===== src/rtl/bwc_pkg.sv =====
package bwc_pkg;

  typedef enum logic [1:0] {
    AREA_SFR = 2'd0,
    AREA_INT = 2'd1,
    AREA_EXT = 2'd2,
    AREA_RSV = 2'd3
  } area_e;

  localparam int CFG_ADDR_W = 2;

  localparam logic [CFG_ADDR_W-1:0] ADDR_CLKCTL = 2'd0;
  localparam logic [CFG_ADDR_W-1:0] ADDR_WAIT   = 2'd1;
  localparam logic [CFG_ADDR_W-1:0] ADDR_CSSPD  = 2'd2;
  localparam logic [CFG_ADDR_W-1:0] ADDR_LOCK   = 2'd3;

  localparam int CTL_BIT    = 7;
  localparam int LOCK_BIT   = 1;
  localparam int CS_SPD_LSB = 4;

  localparam int LEN_W = 2;
  localparam logic [LEN_W-1:0] LEN_FAST = 2'd1;
  localparam logic [LEN_W-1:0] LEN_WAIT = 2'd2;
  localparam logic [LEN_W-1:0] LEN_MUX  = 2'd3;

endpackage


===== src/rtl/bwc_cfg_regs.sv =====
module bwc_cfg_regs
  import bwc_pkg::*;
#(
  parameter int DATA_W = 8,
  parameter int NCS    = 4
) (
  input  logic                  clk,
  input  logic                  rst_n,
  input  logic                  cfg_we,
  input  logic [CFG_ADDR_W-1:0] cfg_addr,
  input  logic [DATA_W-1:0]     cfg_wdata,
  output logic                  float_q,
  output logic                  wait_q,
  output logic [NCS-1:0]        cs_fast_q,
  output logic                  lock_off_q
);

  localparam int CS_MSB = CS_SPD_LSB + NCS - 1;

  logic           float_d;
  logic           wait_d;
  logic [NCS-1:0] cs_fast_d;
  logic           lock_off_d;
  logic           wr_ok;

  logic unused_wdata;
  assign unused_wdata = ^cfg_wdata;

  assign wr_ok = cfg_we & lock_off_q;

  always_comb begin
    float_d    = float_q;
    wait_d     = wait_q;
    cs_fast_d  = cs_fast_q;
    lock_off_d = lock_off_q;
    if (cfg_we && cfg_addr == ADDR_LOCK) begin
      lock_off_d = cfg_wdata[LOCK_BIT];
    end
    if (wr_ok && cfg_addr == ADDR_CLKCTL) begin
      float_d = cfg_wdata[CTL_BIT];
    end
    if (wr_ok && cfg_addr == ADDR_WAIT) begin
      wait_d = cfg_wdata[CTL_BIT];
    end
    if (wr_ok && cfg_addr == ADDR_CSSPD) begin
      cs_fast_d = cfg_wdata[CS_MSB:CS_SPD_LSB];
    end
  end

  always_ff @(posedge clk or negedge rst_n) begin
    if (!rst_n) begin
      float_q    <= 1'b0;
      wait_q     <= 1'b0;
      lock_off_q <= 1'b0;
    end else begin
      float_q    <= float_d;
      wait_q     <= wait_d;
      lock_off_q <= lock_off_d;
    end
  end

  generate
    for (genvar g = 0; g < NCS; g++) begin : g_cs
      always_ff @(posedge clk or negedge rst_n) begin
        if (!rst_n) cs_fast_q[g] <= 1'b0;
        else        cs_fast_q[g] <= cs_fast_d[g];
      end
    end
  endgenerate

endmodule


===== src/rtl/bwc_len_lut.sv =====
module bwc_len_lut
  import bwc_pkg::*;
#(
  parameter int NCS = 4,
  localparam int CS_W = (NCS > 1) ? $clog2(NCS) : 1
) (
  input  logic [1:0]       area,
  input  logic [CS_W-1:0]  cs_idx,
  input  logic             mux_bus,
  input  logic             wait_en,
  input  logic [NCS-1:0]   cs_fast,
  output logic [LEN_W-1:0] len
);

  logic sel_fast;
  assign sel_fast = cs_fast[cs_idx];

  // Priority: SFR/reserved > multiplexed > global wait > per-CS speed
  always_comb begin
    unique case (area)
      AREA_INT: len = wait_en ? LEN_WAIT : LEN_FAST;
      AREA_EXT: begin
        if (mux_bus)       len = LEN_MUX;
        else if (wait_en)  len = LEN_WAIT;
        else if (sel_fast) len = LEN_FAST;
        else               len = LEN_WAIT;
      end
      default:  len = LEN_WAIT;
    endcase
  end

endmodule


===== src/rtl/bwc_seq.sv =====
module bwc_seq
  import bwc_pkg::*;
(
  input  logic             clk,
  input  logic             rst_n,
  input  logic             req,
  input  logic [LEN_W-1:0] len_in,
  output logic             busy,
  output logic             done
);

  logic             active_q, active_d;
  logic [LEN_W-1:0] rem_q, rem_d;
  logic             last;
  logic             cnt_en;

  assign last   = (rem_q == LEN_W'(1));
  assign cnt_en = active_q | req;

  always_comb begin
    active_d = active_q;
    rem_d    = rem_q;
    if (!active_q) begin
      if (req) begin
        active_d = 1'b1;
        rem_d    = len_in;
      end
    end else if (last) begin
      active_d = 1'b0;
    end else begin
      rem_d = rem_q - LEN_W'(1);
    end
  end

  always_ff @(posedge clk or negedge rst_n) begin
    if (!rst_n) begin
      active_q <= 1'b0;
      rem_q    <= '0;
    end else if (cnt_en) begin
      active_q <= active_d;
      rem_q    <= rem_d;
    end
  end

  assign busy = active_q & ~last;
  assign done = active_q &  last;

endmodule


===== src/rtl/bus_wait_ctrl.sv =====
module bus_wait_ctrl
  import bwc_pkg::*;
#(
  parameter int DATA_W = 8,
  parameter int NCS    = 4,
  localparam int CS_W  = (NCS > 1) ? $clog2(NCS) : 1
) (
  input  logic                  clk,
  input  logic                  rst_n,
  input  logic                  req,
  input  logic [1:0]            area,
  input  logic [CS_W-1:0]       cs_idx,
  input  logic                  mux_bus,
  input  logic                  cfg_we,
  input  logic [CFG_ADDR_W-1:0] cfg_addr,
  input  logic [DATA_W-1:0]     cfg_wdata,
  output logic                  busy,
  output logic                  done,
  output logic                  bclk_oe
);

  logic             float_q;
  logic             wait_q;
  logic [NCS-1:0]   cs_fast_q;
  logic             prot_on;
  logic [LEN_W-1:0] len;

  bwc_cfg_regs #(.DATA_W(DATA_W), .NCS(NCS)) u_regs (
    .clk        (clk),
    .rst_n      (rst_n),
    .cfg_we     (cfg_we),
    .cfg_addr   (cfg_addr),
    .cfg_wdata  (cfg_wdata),
    .float_q    (float_q),
    .wait_q     (wait_q),
    .cs_fast_q  (cs_fast_q),
    .lock_off_q (prot_on)
  );

  bwc_len_lut #(.NCS(NCS)) u_lut (
    .area    (area),
    .cs_idx  (cs_idx),
    .mux_bus (mux_bus),
    .wait_en (wait_q),
    .cs_fast (cs_fast_q),
    .len     (len)
  );

  bwc_seq u_seq (
    .clk    (clk),
    .rst_n  (rst_n),
    .req    (req),
    .len_in (len),
    .busy   (busy),
    .done   (done)
  );

  assign bclk_oe = ~float_q;

endmodule


===== config.mk =====
export PLATFORM = sky130hd
export DESIGN_NAME = bus_wait_ctrl
export DESIGN_NICKNAME = d
export VERILOG_FILES = /design/src/rtl/bwc_pkg.sv /design/src/rtl/bwc_cfg_regs.sv /design/src/rtl/bwc_len_lut.sv /design/src/rtl/bwc_seq.sv /design/src/rtl/bus_wait_ctrl.sv
export SDC_FILE = /design/constraint.sdc
export NUM_CORES = 1
export LEC_CHECK = 0
export BUFFER_PORTS_ARGS = -buffer_cell sky130_fd_sc_hd__buf_2
export CAP_MARGIN = 0
export CORE_AREA = 10 10 47 49
export CTS_CLUSTER_DIAMETER = 150
export DETAILED_ROUTE_END_ITERATION = 8
export DIE_AREA = 0 0 57 59
export PLACE_DENSITY = 0.72
export SYNTH_ARGS = -nofsm -noshare
export SYNTH_HDL_FRONTEND = slang
export SYNTH_HIERARCHICAL = 1
export SYNTH_SLANG_ARGS = --single-unit

===== constraint.sdc =====
create_clock -name clk -period 2.6 [get_ports clk]
set_input_delay 0.26 -clock clk [delete_from_list [all_inputs] [get_ports clk]]
set_output_delay 0.26 -clock clk [all_outputs]
set_load 0.005 [all_outputs]

# [Word level (Yosys, flattened, before mapping)]
# Cells that the tools add are included.
[op_classes] shift=0 add_sub_neg=1 n_reduce_logical=7 n_div=0 order_cmp=1 bitwise_logic=6 eq_ne=7 mul=0 mux=13
[op_table] op="$mux W2" n=7
[op_table] op="$eq A2 B1 Y1 const B" n=3
[op_table] op="$eq A2 B2 Y1 const B" n=3
[op_table] op="$logic_and A1 B1 Y1" n=4
[op_table] op="$mux W1" n=4
[op_table] op="$pmux W2 S2" n=1
[op_table] op="$and A1 B1 Y1" n=3
[op_table] op="$lt A2 B3 Y1 const B" n=1
[op_table] op="$reduce_and A3 Y1" n=1
[op_table] op="$bmux W1 S2" n=1
[op_table] op="$logic_not A2 Y1" n=1
[op_table] op="$ne A2 B2 Y1 const B" n=1
[op_table] op="$not A1 Y1" n=2
[op_table] op="$reduce_bool A2 Y1" n=1
[op_table] op="$sub A2 B1 Y2 const B" n=1
[op_table] op="$or A1 B1 Y1" n=1
[totals] wordCells=44 reg_bits=10 n_memories=0 out_inout_bits=3 latchBits=0 ram_bits=0 romBits=0

# [Logic depth before layout (Yosys ltp)]
# Gate-level depths: netlist (run 1).
[depth] word_depth=8 ltp_mapped=6

# [Hierarchy]
# Netlist (run 1), hierarchy kept.
[modules_own_cells] module="bwc_cfg_regs" n_inst=1 cells_each=18 area_per_inst_um2=289.0 seq_area_each_um2=175.2
[modules_own_cells] module="bwc_seq" n_inst=1 cells_each=15 area_per_inst_um2=173.9 seq_area_each_um2=75.1
[modules_own_cells] module="bwc_len_lut" n_inst=1 cells_each=12 area_per_inst_um2=105.1 seq_area_each_um2=0.0
[modules_own_cells] module="bus_wait_ctrl" n_inst=1 cells_each=1 area_per_inst_um2=3.8 seq_area_each_um2=0.0

# [Least setup slack after synthesis (run 1)]
# Ideal clock, no wire load.
[synth_path] kind="register to register" from="register u_regs.cs_fast_q[3]" to="register u_seq.rem_q[0]" path_slack_ns=1.216 t_required_ns=2.474 arrival_ns=1.258 stages_incl_launch_ff=5 setup_time_ns=0.126 period_less_slack_ns=1.384 n_path_buf=0 cell_sequence="dfrtp_1 -> mux4_2 -> a211o_1 -> mux2i_1 -> mux2i_1"
[synth_between] elab_chain_cells=8
[synth_lines] element="from (decl)" line="bwc_cfg_regs.sv:14" rtl="output logic [NCS-1:0] cs_fast_q,"
[synth_lines] element="from (signal, indexed assignment)" line="bwc_cfg_regs.sv:66" rtl="else cs_fast_q[g] <= cs_fast_d[g];"
[synth_lines] element="$bmux W1 S2" line="bwc_len_lut.sv:16" rtl="assign sel_fast = cs_fast[cs_idx];"
[synth_lines] element="$mux W1 (not written as such)" line="bwc_len_lut.sv:16"
[synth_lines] element="$mux W2" line="bwc_len_lut.sv:25" rtl="else if (sel_fast) len = LEN_FAST;"
[synth_lines] element="$mux W2" line="bwc_len_lut.sv:24" rtl="else if (wait_en) len = LEN_WAIT;"
[synth_lines] element="$mux W2" line="bwc_len_lut.sv:23" rtl="if (mux_bus) len = LEN_MUX;"
[synth_lines] element="$pmux W2 S2" line="bwc_len_lut.sv:20" rtl="unique case (area)"
[synth_lines] element="net len[0]" line="bus_wait_ctrl.sv:26" rtl="logic [LEN_W-1:0] len;"
[synth_lines] element="$mux W2" line="bwc_seq.sv:24" rtl="if (req) begin"
[synth_lines] element="$mux W2" line="bwc_seq.sv:23" rtl="if (!active_q) begin"
[synth_lines] element="to (signal assigned)" line="bwc_seq.sv:41" rtl="rem_q <= rem_d;"
[synth_lines] element="to (decl)" line="bwc_seq.sv:13" rtl="logic [LEN_W-1:0] rem_q, rem_d;"
# The timed path passes the listed nets, and every way through them passes these cells. The select of a mux whose other input is x is not followed.
# A chain may end at the register's enable or synchronous reset.

# [Worst setup path after layout (run 1)]
[layout_path] from="register u_seq.rem_q[0]" to="output port busy"
[layout_between] elab_chain_cells=3
[layout_lines] element="$eq A2 B1 Y1" line="bwc_seq.sv:17" rtl="assign last = (rem_q == LEN_W'(1));"
[layout_lines] element="$not A1 Y1" line="bwc_seq.sv:45" rtl="assign busy = active_q & ~last;"
[layout_lines] element="$and A1 B1 Y1" line="bwc_seq.sv:45"
[layout_lines] element="to (decl)" line="bus_wait_ctrl.sv:17" rtl="output logic busy,"
# Every way passes these cells.

==> summary.md, run 1 <==
| Metric | Value |
|---|---|
| Via-to-Cell Ratio | `5.09` |
| Clk buf depth | `2` |
| Sequential cell area fraction in the yosys report | `0.438` |
| VDD IR-drop max | `0.479 mV` |
| Netlist Area Pre-Place | `572 µm²` |
| Syn_area_per_cell | `12.4 µm²` |
| ANT cells | `0` |
| CTS resizes | `0` |
| Reg2Reg Setup Slack | `1.13 ns` |
| Synth Register Bits | `10` |
| Critical path launch point type | `register` |
| Hold Crit Depth | `2` |
| Top delay family on crit path | `flip-flops` |
| GRT Util Overall | `0.0672` |
| Critical Path AT | `1.21 ns` |
| Chip Width | `57 µm` |
| NetSw | `182 µW` |
| First-pass GRT wire length | `1840 µm` |
| IO buf count | `18` |
| Layout cells sized above 1 | `0.449` |
| Critical Path Start | `u_seq/rem_q[0]` |
| Max Cap Viol | `0` |
| Crit path depth | `3` |
| Synthesis Warnings | `6` |
| CTS Buf Count | `3` |
| Crit-path max FO | `4` |
| Pin count of the biggest net entering global routing | `11` |
| Rel. slew slack | `0.842` |
| Power per cell area | `839 nW/µm²` |
| # clock sinks | `10` |
| Row count | `14` |
| Kind of critical path | `reg -> out` |
| Critical Path, Cell by Cell | `ha_1 -> nor2b_1 -> buf_2` |
| Clk pwr share | `0.220` |
| Gate Count Post-Synth | `46` |
| Tmin final | `1.47 ns` |
| Initial antenna violation count | `0` |
| Tightest Pin Transition | `0.236 ns` |
| Hold Fails Final Rpt | `0` |
| DR iter-0 viols | `1` |
| Leak | `0.000379 µW` |
| Clk slew on worst S/H paths | `0.06 ns` |
| Clk_lat worst skew | `0.25 ns` |
| Synth Net Count | `68` |
| Distinct cells, synth | `19` |
| DR vias | `433` |
| Sw frac | `0.297` |
| Initial Util | `0.408` |
| Fin util | `0.520` |
| Overflow after GRT | `0` |
| Fmax | `678 MHz` |
| Worst Setup EP | `busy` |
| NumNets Final | `92` |
| Status | `completed` |
| Die area | `3360 µm²` |
| Worst-case clock skew | `0.000224 ns` |
| Area growth from synthesis to final layout | `27.4%` |
| Reg power frac | `0.431` |
| RSZ-0062 raised after global routing | `no` |
| CP peak stage delay | `0.41 ns` |
| Finish-stage setup viols | `0` |
| Max-slew violations | `0` |
| Reg2Reg Depth | `4` |
| WL final | `1130 µm` |
| Pint | `429 µW` |
| HPWL Detailed | `1020 µm` |
| Tightest Hold Check Type | `in -> reg` |
| Critical-path top delay cell | `dfrtp_1` |
| Reg-to-reg startpoint | `u_regs/cs_fast_q[3]` |
| Clk root buf | `clkbuf_4` |
| Core Area | `1400 µm²` |
| Logic pwr share | `0.349` |
| H-tree depth | `1` |
| Routed len/inst | `13.3 µm` |
| Drt pass-1 iters | `4` |
| Final Cycle Share | `0.567` |
| Fillers | `135` |
| I/O Pins | `22` |
| Setup crit end kind | `primary output` |
| TritonCTS clock tree | `done` |
| Die Y | `59 µm` |
| CP required | `2.34 ns` |
| Residual DRC count | `0` |
| Vias in the first global route | `481` |
| Final TNS setup | `0 ns` |
| Worst R2R End | `u_seq/rem_q[0]` |
| GPL Wtd Cong | `0.643` |
| Post-route ant nets | `0` |
| Worst Path Buf+Inv | `1` |
==> cell type report <==
type                    count  area (µm²)  share of cell area
repair buffers             19         100               0.137
multi-input cells          31         303               0.416
clock buffers               4        36.3              0.0498
inverters                   5        18.8              0.0258
flip-flops and latches     10         250               0.344
well taps                  16        20.0              0.0275
==> state kept, by name, indices dropped and copies added, names as in the netlist <==
name and cells:
u_regs/cs_fast_q 4, u_seq/rem_q 2, u_regs/float_q 1, u_regs/lock_off_q 1, u_regs/wait_q 1, u_seq/active_q 1
==> worst min-delay path by stage <==
stage | from | endpoint | slack (ns)
2_1_floorplan | rst_n | u_regs/cs_fast_q[0] | -0.04
3_3_place_gp | rst_n | u_regs/float_q | 0.13
3_5_place_dp | rst_n | u_regs/float_q | 0.13
4_1_cts | cfg_wdata[5] | u_regs/cs_fast_q[1] | 0.23
5_1_grt | cfg_wdata[1] | u_regs/lock_off_q | 0.23
6_report | cfg_wdata[5] | u_regs/cs_fast_q[1] | 0.23
==> stage by stage <==
| stage | cell area [µm²] | total power [µW] | hold WS [ns] | setup slack (ns) | cells |
|---|---|---|---|---|---|
| after floorplan | 572 | 410 | -0.0356 | 1.22 | 46 |
| after global placement | 682 | 471 | 0.127 | 1.10 | 80 |
| after detailed placement | 682 | 488 | 0.129 | 1.04 | 80 |
| after CTS | 728 | 624 | 0.230 | 1.11 | 85 |
| after global routing | 728 | 660 | 0.231 | 1.02 | 85 |
| final | 728 | 611 | 0.235 | 1.13 | 85 |
==> placed cells by master (no fill, tap or decap) <==
cell	count
nand3_1	1
and3b_1	1
dlygate4sd3_1	1
nand4b_1	2
buf_2	18
a211oi_1	1
mux4_2	1
inv_1	5
mux2i_1	5
dfrtp_1	10
ha_1	3
a21oi_1	1
a21o_1	1
nor2b_1	1
and4bb_2	1
xor2_1	1
nor3_1	1
and2_1	1
nor3b_1	2
clkbuf_8	1
clkbuf_4	3
mux2_2	7
a211o_1	1
==> cells by family (layout without fill, tap and decap cells) <==
group                    after synthesis  count (layout)  synth area share
buffers and inverters                  5              28            0.0328
AND/OR/NAND/NOR                       10              10             0.133
multiplexers                          13              13             0.265
AO/OA/AOI/OAI                          4               4            0.0503
adder cells (fa/ha/maj)                3               3            0.0657
flip-flops                            10              10             0.438
XOR/XNOR                               1               1            0.0153
==> power by group through the flow <==
stage | Clock, µW | Combinational (µW) | Sequential [µW]
floorplan | 0 | 155 | 255
global placement | 0 | 208 | 263
detailed placement | 0 | 220 | 268
CTS | 138 | 221 | 265
global route | 146 | 244 | 271
finish | 134 | 213 | 264
==> cell usage after synthesis (all sizes together) <==
master,count,area share
nand3,1,0.0087
mux2,7,0.14
xor2,1,0.015
inv,5,0.033
dfrtp,10,0.44
nor3b,2,0.026
a211oi,1,0.013
mux2i,5,0.088
nor2b,1,0.011
and4bb,1,0.022
a21o,1,0.013
and3b,1,0.015
a21oi,1,0.0087
ha,3,0.066
and2,1,0.011
nor3,1,0.0087
a211o,1,0.015
nand4b,2,0.031
mux4,1,0.039
==> metal layers <==
metal  up-vias  routed length, µm  track usage
met2        12                623        0.129
met1       201                451       0.0633
met4         0                 10       0.0403
met5         -                  0            0
li1        218                  -            -
met3         2                 41       0.0150
==> timing repair <==
action	in CTS	in global routing
hold buffers	1	0
buffers inserted	0	0
endpoints found under the hold margin	10	0
Note: power is estimated with default switching activity, not from simulation.
==> inputs of run 2 (changes only) <==
==> constraint.sdc (replaced) <==
create_clock -name clk -period 1.5 [get_ports clk]
set_input_delay 0.15 -clock clk [delete_from_list [all_inputs] [get_ports clk]]
set_output_delay 0.15 -clock clk [all_outputs]
set_load 0.005 [all_outputs]
==> summary.md, run 2 (synthesized netlist as in run 1, its figures left out) <==
| Metric | Value |
|---|---|
| Critical Path AT | `1.61 ns` |
| Crit-path max FO | `2` |
| GPL Wtd Cong | `0.640` |
| Final Non-Filler Cells | `85` |
| Max reg flops | `4` |
| Area growth from synthesis to final layout | `27.4%` |
| Clk buf depth | `2` |
| Hold Fails Final Rpt | `0` |
| VDD IR-drop max | `0.856 mV` |
| Critical path launch point type | `register` |
| Final TNS setup | `0 ns` |
| Reg2Reg Setup Slack | `0.04 ns` |
| Initial Util | `0.408` |
| Tightest Hold Check Type | `in -> reg` |
| ANT cells | `0` |
| HPWL Detailed | `951 µm` |
| NumNets Final | `92` |
| Total setup buffers inserted after CTS | `0` |
| First-pass GRT wire length | `1730 µm` |
| # clock sinks | `10` |
| Die Y | `59 µm` |
| Routed len/inst | `12.7 µm` |
| GRT Util Overall | `0.0666` |
| TritonCTS clock tree | `done` |
| Leak | `0.000379 µW` |
| Status | `completed` |
| Tightest Pin Transition | `0.247 ns` |
| Residual DRC count | `0` |
| Kind of critical path | `reg -> reg` |
| Max-slew violations | `0` |
| Post-route ant nets | `0` |
| Setup crit end kind | `register` |
| Clk_lat worst skew | `0.26 ns` |
| Placed cell areas | `682 µm²` |
| Pre-CTS setup slack | `0.0331 ns` |
| DR iter-0 viols | `6` |
| H-tree depth | `1` |
| Fmax | `685 MHz` |
| Post-route setup slack | `0.0405 ns` |
| Layout cells sized above 1 | `0.449` |
| Clk slew on worst S/H paths | `0.06 ns` |
| IO buf count | `18` |
| RSZ-0062 raised after global routing | `yes` |
| Pin count of the biggest net entering global routing | `11` |
| Via-to-Cell Ratio | `5.15` |
| Regs by FF count | `u_regs/cs_fast_q: 4 flops, u_seq/rem_q: 2 flops` |
| CP required | `1.65 ns` |
| I/O Pins | `22` |
| Hold_ws | `0.121 ns` |
| Chip Width | `57 µm` |
| Tmin final | `1.46 ns` |
| Max Cap Viol | `0` |
| Rel. slew slack | `0.834` |
| Fin area | `728 µm²` |
| Vias in the first global route | `446` |
| Most frequent cells in the layout | `18 x buf_2, 10 x dfrtp_1, 7 x mux2_2` |
| Post-placement cell count | `80` |
| Finish-stage setup viols | `0` |
| Drt pass-1 iters | `3` |
| Overflow after GRT | `0` |
| DR vias | `438` |
| Die area | `3360 µm²` |
| Final Cycle Share | `0.973` |
| Initial antenna violation count | `0` |
| CTS resizes | `0` |
| CTS Buf Count | `3` |
| Most common cell after layout, fill and taps aside | `buf_2` |
| Core Area | `1400 µm²` |
| Worst-case clock skew | `0.00441 ns` |
| Power per cell area | `1460 nW/µm²` |
| WL final | `1080 µm` |
| Row count | `14` |
| Clk root buf | `clkbuf_4` |
| Most flop-heavy register | `u_regs/cs_fast_q` |
==> run 2: timing repair <==
action	in CTS	in global routing
hold endpoints to repair	10	0
hold buffers	1	0
endpoints found under the setup margin	0	1
==> run 2: worst paths after layout <==
check / from / end / depth (start not counted)
worst min-delay path: cfg_wdata[6] / u_regs/cs_fast_q[2] / 2
worst max-delay path: u_regs/cs_fast_q[2] / u_seq/rem_q[0] / 4
worst min register to register: u_regs/cs_fast_q[3] / u_regs/cs_fast_q[3] / 1
worst max register to register: u_regs/cs_fast_q[2] / u_seq/rem_q[0] / 4
min in group asynchronous: rst_n / u_regs/cs_fast_q[2] / 2
max in group asynchronous: rst_n / u_regs/cs_fast_q[3] / 2
==> run 2: area by class of cell <==
type | count | area (µm²)
Tap cell | 16 | 20.0
Multi-Input combinational cell | 31 | 303
Sequential cell | 10 | 250
Fill cell | 137 | 673
Inverter | 5 | 18.8
Clock buffer | 4 | 36.3
Timing Repair Buffer | 19 | 100
==> run 2: metal layers <==
metal,track usage,routed length [µm]
met1,0.0642,462
met2,0.105,539
met3,0.0300,48
met4,0.0604,26
met5,0,0
==> run 2: metrics by stage <==
step	utilization	power, µW
global route	0.520	1150
CTS	0.520	1090
floorplan	-	710
global placement	0.487	816
finish	0.520	1070
detailed placement	0.487	844
==> run 2: worst max-delay path: stages, from the launching register on <==
cell and delay, ns:
dfrtp_1 0.38, mux4_2 0.48, a211o_1 0.27, mux2i_1 0.13
mux2i_1 0.08
==> run 2: power by group <==
part / internal, µW / leakage, µW / switching [µW]
Sequential: 376 / 0.000119 / 83.9
Combinational: 220 / 0.000239 / 152
Clock: 147 / 0.0000210 / 86.4
